### src/rtl/seg7_pkg.sv
package seg7_pkg;
  localparam int DIGIT_W = 4;
  localparam int SEG_W   = 7;

  typedef logic [DIGIT_W-1:0] digit_t;
  typedef logic [SEG_W-1:0]   seg_t;

  // which source drives the segment register
  typedef enum logic [1:0] {
    SRC_DARK   = 2'd0,
    SRC_LAMP   = 2'd1,
    SRC_RIPPLE = 2'd2,
    SRC_GLYPH  = 2'd3
  } src_e;

  localparam seg_t PAT_NONE = '0;
  localparam seg_t PAT_ALL  = '1;
endpackage

### src/rtl/seg7_in_latch.sv
module seg7_in_latch
  import seg7_pkg::*;
#(
  parameter int W = DIGIT_W
) (
  input  logic         clk,
  input  logic         rst,
  input  logic         follow,
  input  logic [W-1:0] d,
  output logic [W-1:0] sel
);
  logic [W-1:0] held_q;

  // clock-enabled register stands in for the transparent latch
  always_ff @(posedge clk) begin
    if (rst) begin
      held_q <= '0;
    end else if (follow) begin
      held_q <= d;
    end
  end

  // follow: pass the live input; hold: present the stored nibble
  always_comb begin
    sel = follow ? d : held_q;
  end
endmodule

### src/rtl/seg7_glyph_rom.sv
module seg7_glyph_rom
  import seg7_pkg::*;
#(
  parameter int FONT_MODE = 1,
  parameter int TAILS     = 1
) (
  input  digit_t code,
  output seg_t   pat
);
  localparam seg_t SIX_PAT  = (TAILS != 0) ? 7'h7D : 7'h7C;
  localparam seg_t NINE_PAT = (TAILS != 0) ? 7'h6F : 7'h67;

  seg_t num_pat;
  seg_t ext_pat;

  always_comb begin
    case (code[2:0])
      3'd0:    num_pat = 7'h3F;
      3'd1:    num_pat = 7'h06;
      3'd2:    num_pat = 7'h5B;
      3'd3:    num_pat = 7'h4F;
      3'd4:    num_pat = 7'h66;
      3'd5:    num_pat = 7'h6D;
      3'd6:    num_pat = SIX_PAT;
      default: num_pat = 7'h07;
    endcase
    if (code == 4'd8) num_pat = 7'h7F;
    if (code == 4'd9) num_pat = NINE_PAT;
  end

  generate
    if (FONT_MODE == 0) begin : g_blank_ext
      always_comb ext_pat = PAT_NONE;
    end else begin : g_glyph_ext
      always_comb begin
        case (code)
          4'd10:   ext_pat = 7'h58;
          4'd11:   ext_pat = 7'h4C;
          4'd12:   ext_pat = 7'h62;
          4'd13:   ext_pat = 7'h69;
          4'd14:   ext_pat = 7'h78;
          default: ext_pat = 7'h40;
        endcase
      end
    end
  endgenerate

  always_comb begin
    pat = (code > 4'd9) ? ext_pat : num_pat;
  end

  always_comb begin
    if (code <= 4'd9) begin
      AST_DIGIT_VISIBLE: assert (pat != PAT_NONE);
    end
  end
endmodule

### src/rtl/seg7_blank_sel.sv
module seg7_blank_sel
  import seg7_pkg::*;
(
  input  logic  blank_n,
  input  logic  lamp_test,
  input  logic  ripple_in_n,
  input  logic  is_zero,
  input  seg_t  glyph,
  output seg_t  pat,
  output logic  ripple_out_n,
  output src_e  src
);
  // priority: forced blank, lamp test, ripple zero, font
  always_comb begin
    if (!blank_n)                   src = SRC_DARK;
    else if (lamp_test)             src = SRC_LAMP;
    else if (!ripple_in_n && is_zero) src = SRC_RIPPLE;
    else                            src = SRC_GLYPH;
  end

  always_comb begin
    unique case (src)
      SRC_DARK:   pat = PAT_NONE;
      SRC_LAMP:   pat = PAT_ALL;
      SRC_RIPPLE: pat = PAT_NONE;
      default:    pat = glyph;
    endcase
    ripple_out_n = (src != SRC_RIPPLE);
  end
endmodule

### src/rtl/seg7_latch_decoder.sv
module seg7_latch_decoder
  import seg7_pkg::*;
#(
  parameter int ACTIVE_LOW = 0,
  parameter int FONT_MODE  = 1,
  parameter int TAILS      = 1
) (
  input  logic               clk,
  input  logic               rst,
  input  logic               latch_en,
  input  logic [DIGIT_W-1:0] digit_in,
  input  logic               lamp_test,
  input  logic               blank_n,
  input  logic               ripple_in_n,
  output logic [SEG_W-1:0]   seg,
  output logic               ripple_out_n
);
  localparam seg_t SEG_OFF = (ACTIVE_LOW != 0) ? PAT_ALL : PAT_NONE;
  localparam seg_t SEG_ON  = ~SEG_OFF;

  digit_t digit_sel;
  seg_t   glyph;
  seg_t   pat_hi;
  seg_t   pat_drv;
  logic   rbo_d;
  src_e   src;
  seg_t   seg_q;
  logic   rbo_q;

  seg7_in_latch #(.W(DIGIT_W)) u_latch (
    .clk    (clk),
    .rst    (rst),
    .follow (latch_en),
    .d      (digit_in),
    .sel    (digit_sel)
  );

  seg7_glyph_rom #(.FONT_MODE(FONT_MODE), .TAILS(TAILS)) u_rom (
    .code (digit_sel),
    .pat  (glyph)
  );

  seg7_blank_sel u_sel (
    .blank_n      (blank_n),
    .lamp_test    (lamp_test),
    .ripple_in_n  (ripple_in_n),
    .is_zero      (digit_sel == '0),
    .glyph        (glyph),
    .pat          (pat_hi),
    .ripple_out_n (rbo_d),
    .src          (src)
  );

  generate
    if (ACTIVE_LOW != 0) begin : g_anode
      always_comb pat_drv = ~pat_hi;
    end else begin : g_cathode
      always_comb pat_drv = pat_hi;
    end
  endgenerate

  always_ff @(posedge clk) begin
    if (rst) begin
      seg_q <= SEG_OFF;
      rbo_q <= 1'b1;
    end else begin
      seg_q <= pat_drv;
      rbo_q <= rbo_d;
    end
  end

  assign seg          = seg_q;
  assign ripple_out_n = rbo_q;

  AST_FORCED_DARK: assert property (@(posedge clk) disable iff (rst)
    !blank_n |=> (seg == SEG_OFF && ripple_out_n));
  AST_LAMP_FULL: assert property (@(posedge clk) disable iff (rst)
    (blank_n && lamp_test) |=> (seg == SEG_ON && ripple_out_n));
  AST_RIPPLE_DARK: assert property (@(posedge clk) disable iff (rst)
    !ripple_out_n |-> seg == SEG_OFF);
  AST_RIPPLE_CAUSE: assert property (@(posedge clk) disable iff (rst)
    !ripple_out_n |-> (!$past(ripple_in_n) && $past(digit_sel) == '0));
  AST_SRC_KNOWN: assert property (@(posedge clk) disable iff (rst)
    (src == SRC_GLYPH) |=> (seg == (($past(glyph)) ^ SEG_OFF)));
endmodule

### config.mk
export PLATFORM = sky130hd
export DESIGN_NAME = seg7_latch_decoder
export DESIGN_NICKNAME = d
export VERILOG_FILES = /design/src/rtl/seg7_pkg.sv /design/src/rtl/seg7_in_latch.sv /design/src/rtl/seg7_glyph_rom.sv /design/src/rtl/seg7_blank_sel.sv /design/src/rtl/seg7_latch_decoder.sv
export SDC_FILE = /design/constraint.sdc
export NUM_CORES = 1
export LEC_CHECK = 0
export ABC_AREA = 1
export BUFFER_PORTS_ARGS = -buffer_cell sky130_fd_sc_hd__buf_2
export CORE_UTILIZATION = 53
export DETAILED_ROUTE_END_ITERATION = 8
export PLACE_DENSITY = 0.91
export SLEW_MARGIN = 20
export SYNTH_ARGS = -nofsm -noshare
export SYNTH_HDL_FRONTEND = slang
export SYNTH_HIERARCHICAL = 1
export SYNTH_SLANG_ARGS = --single-unit
### constraint.sdc
create_clock -name clk -period 3.3 [get_ports clk]
set_input_delay 0.66 -clock clk [delete_from_list [all_inputs] [get_ports clk]]
set_output_delay 0.66 -clock clk [all_outputs]
set_load 0.1 [all_outputs]
Yosys cells after proc, flatten, opt, wreduce, memory -nomap -nowiden
Cells that the tools add are included.

Register bits: 12. Logic and storage cells: 36.

Order comparisons: 1. Eq/ne operators: 16. Muxes and demuxes: 10. Reductions and logical operators: 6.

Operator list (count): case mux 7 bit (7 select lines) (1); case mux 6 bit (5 select lines) (1); equality test 4 bit (second input constant) (7); two-way mux 7 bit (3); case mux 7 bit (2 select lines) (1); equality test 3 bit (second input constant) (3); equality test 3 x 2 -> 1 bit (second input constant) (2); greater-than comparator 4 bit (second input constant) (1); logical NOT 4 bit (1); two-way mux 2 bit (2); two-way mux 4 bit (1); equality test 3 x 1 -> 1 bit (second input constant) (1); logical NOT 3 bit (1); equality test 2 x 1 -> 1 bit (second input constant) (1); equality test 2 bit (second input constant) (1); logical NOT 2 bit (1); != test 2 bit (second input constant) (1); OR reduction 2 bit (1); logical AND 1 bit (1); logical NOT 1 bit (1); two-way mux 1 bit (1).

Logic depth before layout (Yosys ltp)
Gate-level depths: netlist (run 1).

Depth in word-level cells: 9. Mapped depth: 13.

By module
The synthesis (run 1) kept the hierarchy.

By module, submodules not included: seg7_latch_decoder (instances 1, cells each 31, area an instance 250.2 um2, sequential area each 160.2 um2); seg7_in_latch (instances 1, cells each 33, area an instance 191.4 um2, sequential area each 80.1 um2); seg7_glyph_rom (instances 1, cells each 33, area an instance 153.9 um2, sequential area each 0.0 um2); seg7_blank_sel (instances 1, cells each 23, area an instance 103.8 um2, sequential area each 0.0 um2).

Least setup slack after synthesis (run 1)
No wires, ideal clock.

Path kind: input-to-reg. Start: input port latch_en. End: register rbo_q (netlist: ripple_out_n). Library setup time: 0.120 ns. Arrival: 1.504 ns. Path slack: 1.676 ns. Stages on the path: 11. Path through: inv_2 -> nand2_1 -> nand2_1 -> inv_1 -> inv_1 -> nand2_1 -> nor2_1 -> inv_1 -> nor2_1 -> nand2_1 -> or2_1.

Longest elaborated chain between the ends: 7.

RTL lines: start, declared (RTL line seg7_latch_decoder.sv:10) `input logic latch_en,`; two-way mux 4 bit (RTL line seg7_in_latch.sv:25) `sel = follow ? d : held_q;`; net digit_sel[1] (RTL line seg7_latch_decoder.sv:21) `digit_t digit_sel;`; logical NOT 4 bit (RTL line seg7_latch_decoder.sv:47) `.is_zero (digit_sel == '0),`; logical AND 1 bit (RTL line seg7_blank_sel.sv:17) `else if (!ripple_in_n && is_zero) src = SRC_RIPPLE;`; two-way mux 1 bit (RTL line seg7_blank_sel.sv:17); two-way mux 2 bit (RTL line seg7_blank_sel.sv:16) `else if (lamp_test) src = SRC_LAMP;`; two-way mux 2 bit (RTL line seg7_blank_sel.sv:15) `if (!blank_n) src = SRC_DARK;`; != test 2 bit (RTL line seg7_blank_sel.sv:28) `ripple_out_n = (src != SRC_RIPPLE);`; net rbo_d (RTL line seg7_latch_decoder.sv:25) `logic rbo_d;`; end signal, assigned (RTL line seg7_latch_decoder.sv:68) `rbo_q <= rbo_d;`; end, declared (RTL line seg7_latch_decoder.sv:28) `logic rbo_q;`.

The timed path passes the listed nets, and every way through them passes these cells. A chain may end at the register's enable or synchronous reset.

Worst setup path after layout (run 1)
Start: input port latch_en. End: register seg_q[5] (netlist: seg[5]).

Longest elaborated chain between the ends: 9. Elaborated cells between the ends (all ways): 31. Those cells by class: 1 x order compare; 15 x eq/ne; 10 x mux; 5 x reduce/logical.

RTL lines: two-way mux 4 bit (*) (RTL line seg7_in_latch.sv:25); net digit_sel[2] (RTL line seg7_latch_decoder.sv:21); logical NOT 4 bit (RTL line seg7_latch_decoder.sv:47); logical AND 1 bit (RTL line seg7_blank_sel.sv:17); two-way mux 1 bit (RTL line seg7_blank_sel.sv:17); two-way mux 2 bit (RTL line seg7_blank_sel.sv:16); two-way mux 2 bit (RTL line seg7_blank_sel.sv:15); equality test 2 bit or logical NOT 2 bit (tied branches) (RTL line seg7_blank_sel.sv:22) `unique case (src)`; OR reduction 2 bit (no line); case mux 7 bit (2 select lines) (*) (RTL line seg7_blank_sel.sv:22); net pat_drv[5] (RTL line seg7_latch_decoder.sv:24) `seg_t pat_drv;`; end signal, assigned (RTL line seg7_latch_decoder.sv:67) `seg_q <= pat_drv;`; end, declared (RTL line seg7_latch_decoder.sv:27) `seg_t seg_q;`.

The timed path passes the listed nets; every way through them passes the cells marked *.

==> flow_summary_export.csv, run 1 <==
group,metric,value,unit
power_and_ir_drop,power_density,489,nW/um^2
worst_setup_path,crit_required,3.45,ns
final_layout,fill_cells,91,
global_routing,grtUsageMet1,30.0,%
power_and_ir_drop,ir_drop,0.190,mV
timing,rsz0062_at_grt,"no",
worst_setup_path,endpoint_kind,"flop",
timing,fin_ws,1.58,ns
timing,fin_tns_setup,0,ns
job,cap_violations,0,
global_routing,antenna_found_initial,0,
worst_setup_path,path_cells,"buf_2, inv_2, nand2_1, nand2_1, inv_1, inv_1, nand2_1, nor2_1, nand2_1, nand3_1, nand2_1, inv_1, nor2_1",
die,num_rows,12,
global_routing,grt_usage,24.5,%
timing,fin_skew,0.00472,ns
worst_setup_path,slowest_delay,0.17,ns
placement,numPortBuffers,17,
global_routing,grt_overflow,0,
clocking,clock-sinks,12,
timing,finalMaxSlewViolations,0,
timing,fin_crit_sh,52.2,%
final_layout,n_antenna_cell,0,
routing,drt-vias-per-instance,4.70,
worst_setup_path,cp_common_cell,"nand2_1",
worst_setup_path,critPathArrivalTime,1.88,ns
placement,pre_cts_ws,1.33,ns
synthesis,avgSynthCellArea,5.84,sq um
worst_setup_path,cp_max_fo,10,
min_path,min_path_cells,4,
routing,drc,0,
placement,dp_hpwl,1070,um
clocking,clk_pin_slew_worst_paths,0.08,ns
clocking,cts_tree,"yes",
final_layout,layout_commonest_cell,"nand2_1",
die,core_area,1160,sq um
clocking,cts_made_buffers,3,
timing,min_period,1.72,ns
synthesis,syn_nets,129,
routing,wire_per_inst,9.34,um
final_layout,drive_gt1_share,22.5,%
global_routing,grt_use_met3,5.23,%
final_layout,nets,149,
routing,antenna_left,0,
clocking,clk_latency,0.27,ns
power_and_ir_drop,p_total,0.399,mW
die,die_h,38.2,um
clocking,cts_setup_buffers,0,
worst_setup_path,critPathKind,"in -> reg",
die,initial_core_util,60.1,%
global_routing,grt_pass1_wl,2460,um
worst_setup_path,startpoint_type,"input port",
global_routing,grt_pass1_vias,608,
power_and_ir_drop,leakage,0.521,nW
timing,setup_violations,0,
timing,finalHoldViolCount,0,
timing,slew-limit-headroom,67.7,%
worst_setup_path,cp_slowest_cell,"inv_1",
timing,worst_pin_slew,0.487,ns
routing,drtIter0Drc,31,
worst_setup_path,cpLargestDelayFamily,"simple AND/OR/NAND/NOR gates",
die,die_w,38.2,um
placement,routabilityCongestion,0.857,
global_routing,grt_most_used_layer,"met2",
routing,vias,714,
worst_setup_path,r2r_cells,12,
synthesis,syn_area,694,sq um
clocking,cts_hold_buf,0,
clocking,max-clock-path-buffers,2,
min_path,hold_class,"reg -> reg",
routing,routed_wl,1420,um
global_routing,use_met2,39.4,%
final_layout,area_delta_synth_final,17.7,%
routing,first_pass_iters,4,
worst_setup_path,crit_cells,13,
run_status,status,"complete, no violations",
synthesis,postSynthCellCount,119,
timing,fmax,580,MHz
clocking,post_cts_resized,0,
final_layout,final_cell_mix,"38 x nand2_1, 29 x inv_1, 17 x buf_2, 12 x nor2_1, 12 x dfxtp_1",
clocking,htree_levels,1,
die,fp.dieArea,1460,sq um
worst_setup_path,path_buf_inv,5,
global_routing,grt_max_degree,13,
die,ios,18,
synthesis,synth_warnings,6,
clocking,cts_root_buf,"clkbuf_4",
## stage by stage
stage	instance area, sq um	hold WS [ns]	util, %	cells
finish	817	0.537	70.7	152
detailed placement	781	0.526	67.5	148
floorplan	694	0.496	-	119
global placement	781	0.522	67.5	148
global route	817	0.584	70.7	152
CTS	817	0.537	70.7	152
## final cells by class
type                            instances  area [sq um]  area share, %
Multi-Input combinational cell         71           310           38.0
Sequential cell                        12           240           29.4
Inverter                               34           128           15.6
Timing Repair Buffer                   17          85.1           10.4
Clock buffer                            4          36.3           4.44
Tap cell                               14          17.5           2.14
## registers in the layout, summed over array words and instances, names as in the netlist
| signal | cells |
|---|---|
| seg | 7 |
| u_latch/held_q | 4 |
| ripple_out_n | 1 |
## final timing paths
kind	from	end	slack (ns)
max reg2reg	u_latch/held_q[1]	seg[5]	1.83
max	latch_en	seg[5]	1.58
min reg2reg	u_latch/held_q[2]	u_latch/held_q[2]	0.54
min	u_latch/held_q[2]	u_latch/held_q[2]	0.54
## where the power goes
group | switching [mW] | leakage (nW) | internal (mW)
Sequential | 0.00198 | 0.0994 | 0.154
Combinational | 0.0983 | 0.401 | 0.0300
Clock | 0.0479 | 0.0210 | 0.0669
## metal layers
metal  wire length, um  part of all wire [%]
met1               646                    46
met2               690                    49
met3                61                   4.3
met4                20                   1.4
met5                 0                     0
## worst min-delay path, stage by stage (launching register included)
cell     delay, ns
dfxtp_1       0.30
inv_1         0.04
nand2_1       0.04
nand2_1       0.08
nor2_2        0.04
Power figures use the tool's default switching activity.
==> inputs of run 2 (changes only) <==
--- a/config.mk
+++ b/config.mk
@@ -5,11 +5,11 @@
 export SDC_FILE = /design/constraint.sdc
 export NUM_CORES = 1
 export LEC_CHECK = 0
-export ABC_AREA = 1
+export ABC_AREA = 0
 export BUFFER_PORTS_ARGS = -buffer_cell sky130_fd_sc_hd__buf_2
-export CORE_UTILIZATION = 53
+export CORE_UTILIZATION = 44
 export DETAILED_ROUTE_END_ITERATION = 8
-export PLACE_DENSITY = 0.91
+export PLACE_DENSITY = 0.83
 export SLEW_MARGIN = 20
 export SYNTH_ARGS = -nofsm -noshare
 export SYNTH_HDL_FRONTEND = slang
==> constraint.sdc (replaced) <==
create_clock -name clk -period 1.5 [get_ports clk]
set_input_delay 0.3 -clock clk [delete_from_list [all_inputs] [get_ports clk]]
set_output_delay 0.3 -clock clk [all_outputs]
set_load 0.1 [all_outputs]
==> run 2 against run 1 <==
  * The flow now finishes with violations (setup timing)
  * Clock skew is 0.0023 ns lower
  * Count of clock-buffer cells in the layout did not move
  * Area after synthesis fell by 9.0%
  * Non-clock buffer count is 8 higher
  * Clock power increased by 120%
  * Sequential power up 120%
  * Combinational power rose to 2.5 times the previous value
  * Hold slack got worse by 0.19 ns
  * Final area did not move
  * Register-to-register slack worse by 1.9 ns
  * Critical path depth is 8 lower
  * Final cell count is 28% lower
  * Highest routed layer unchanged
==> flow_summary_export.csv, run 2 <==
group,metric,value,unit
global_routing,grt_pass1_wl,1910,um
min_path,min_path_cells,4,
timing,rsz0062_at_grt,"yes",
clocking,clk_latency,0.26,ns
worst_setup_path,cp_max_fo,8,
timing,finalHoldViolCount,0,
clocking,cts_root_buf,"clkbuf_4",
routing,vias,550,
die,die_w,39.9,um
timing,fin_crit_sh,103,%
final_layout,area_delta_synth_final,29.3,%
routing,drc,0,
final_layout,drive_gt1_share,46.3,%
clocking,clk_pin_slew_worst_paths,0.08,ns
die,core_area,1320,sq um
final_layout,nets,106,
die,ios,18,
worst_setup_path,r2r_cells,5,
worst_setup_path,endpoint_kind,"flop",
placement,numPortBuffers,17,
die,die_h,39.9,um
power_and_ir_drop,ir_drop,0.325,mV
clocking,max-clock-path-buffers,2,
die,fp.dieArea,1590,sq um
clocking,clock-sinks,12,
worst_setup_path,slowest_delay,0.31,ns
clocking,cts_setup_buffers,0,
clocking,cts_hold_buf,0,
worst_setup_path,crit_required,1.65,ns
min_path,hold_start,"lamp_test",
final_layout,layout_commonest_cell,"buf_2",
routing,wire_per_inst,11.4,um
clocking,cts_made_buffers,3,
routing,routed_wl,1250,um
placement,place_area,762,sq um
timing,fin_skew,0.00241,ns
timing,fin_ws,-0.0437,ns
synthesis,syn_nets,80,
timing,setup_violations,3,
worst_setup_path,path_buf_inv,0,
worst_setup_path,path_cells,"mux2_4, nor4_2, nor2b_4, o21ai_1, nor2b_2",
timing,slew-limit-headroom,67.8,%
die,initial_core_util,48.0,%
worst_setup_path,r2r-end,"seg[0]",
timing,min_period,1.54,ns
global_routing,antenna_found_initial,0,
power_and_ir_drop,power_density,1120,nW/um^2
final_layout,post-route-cell-area,817,sq um
clocking,cts_tree,"yes",
routing,drtIter0Drc,11,
synthesis,postSynthCellCount,70,
run_status,violations,"setup timing",
worst_setup_path,critPathKind,"reg -> reg",
routing,antenna_left,0,
worst_setup_path,critPathArrivalTime,1.70,ns
final_layout,final_cell_mix,"17 x buf_2, 12 x dfxtp_1, 10 x nor2b_1, 8 x nand2_1, 7 x buf_4",
global_routing,grt_max_degree,13,
timing,worst_pin_slew,0.486,ns
final_layout,n_antenna_cell,0,
routing,drt-vias-per-instance,5.00,
worst_setup_path,startpoint_type,"flop",
synthesis,avgSynthCellArea,9.03,sq um
worst_setup_path,cp_slowest_cell,"dfxtp_1",
job,cap_violations,0,
die,num_rows,13,
run_status,status,"finished with violations",
global_routing,grt_pass1_vias,459,
min_path,hold_class,"in -> reg",
clocking,htree_levels,1,
routing,first_pass_iters,4,
timing,fin_tns_setup,-0.0968,ns
synthesis,synth_warnings,6,
final_layout,largest_reg_flops,7,
synthesis,syn_area,632,sq um
worst_setup_path,r2r_setup_slack,-0.04,ns
timing,finalMaxSlewViolations,0,
min_path,holdPathEnd,"ripple_out_n",
global_routing,grt_usage,18.4,%
timing,fmax,648,MHz
placement,dp_hpwl,936,um
worst_setup_path,r2r-start,"u_latch/held_q[2]",
global_routing,grt_overflow,0,
worst_setup_path,cpLargestDelayFamily,"simple AND/OR/NAND/NOR gates",
power_and_ir_drop,leakage,0.380,nW
placement,routabilityCongestion,0.864,
-- run 2: worst min-delay path, delay by kind of cell --
kind	cells	cell delay (ns)
buffers and inverters	1	0.12
and+or+nand+nor	3	0.17
-- run 2: layer usage --
metal	vias to the layer above	share of wire [%]	track usage (%)
met2	22	48	31.5
met1	243	46	20.9
met3	4	3.8	3.98
met5	-	0	0
li1	281	-	-
met4	0	2.2	9.48
-- run 2: layout make-up --
class	instances	area [sq um]
inverter	1	3.75
sequential	12	240
fill	112	500
multi-input combinational	53	369
tap	15	18.8
clock buffer	4	36.3
timing repair buffer	25	149
-- run 2: repair_timing --
item                                    in CTS  in global routing
endpoints found under the setup margin       5                  8
resized for setup                            5                  0
pin swaps                                    1                  5
-- run 2: worst max-delay path by stage --
stage	from	end	slack, ns	cells past startpoint
2_1_floorplan	latch_en	ripple_out_n	-0.01	6
3_3_place_gp	latch_en	ripple_out_n	-0.23	6
3_5_place_dp	latch_en	ripple_out_n	-0.26	6
4_1_cts	u_latch/held_q[1]	seg[0]	-0.03	7
5_1_grt	u_latch/held_q[1]	seg[0]	-0.12	7
6_report	u_latch/held_q[2]	seg[0]	-0.04	5
-- run 2: power breakdown --
part	internal (mW)	switching, mW
clock	0.147	0.101
combinational	0.109	0.211
sequential	0.340	0.00463
-- run 2: stage by stage --
stage,instances,total power [mW],util [%],hold slack [ns],setup WS (ns)
after floorplan,70,0.597,-,0.372,-0.0137
after global routing,110,0.952,62.0,0.363,-0.119
final,110,0.913,62.0,0.347,-0.0437
after detailed placement,106,0.661,57.8,0.615,-0.265
after CTS,110,0.912,62.0,0.342,-0.0290
after global placement,106,0.656,57.8,0.610,-0.228
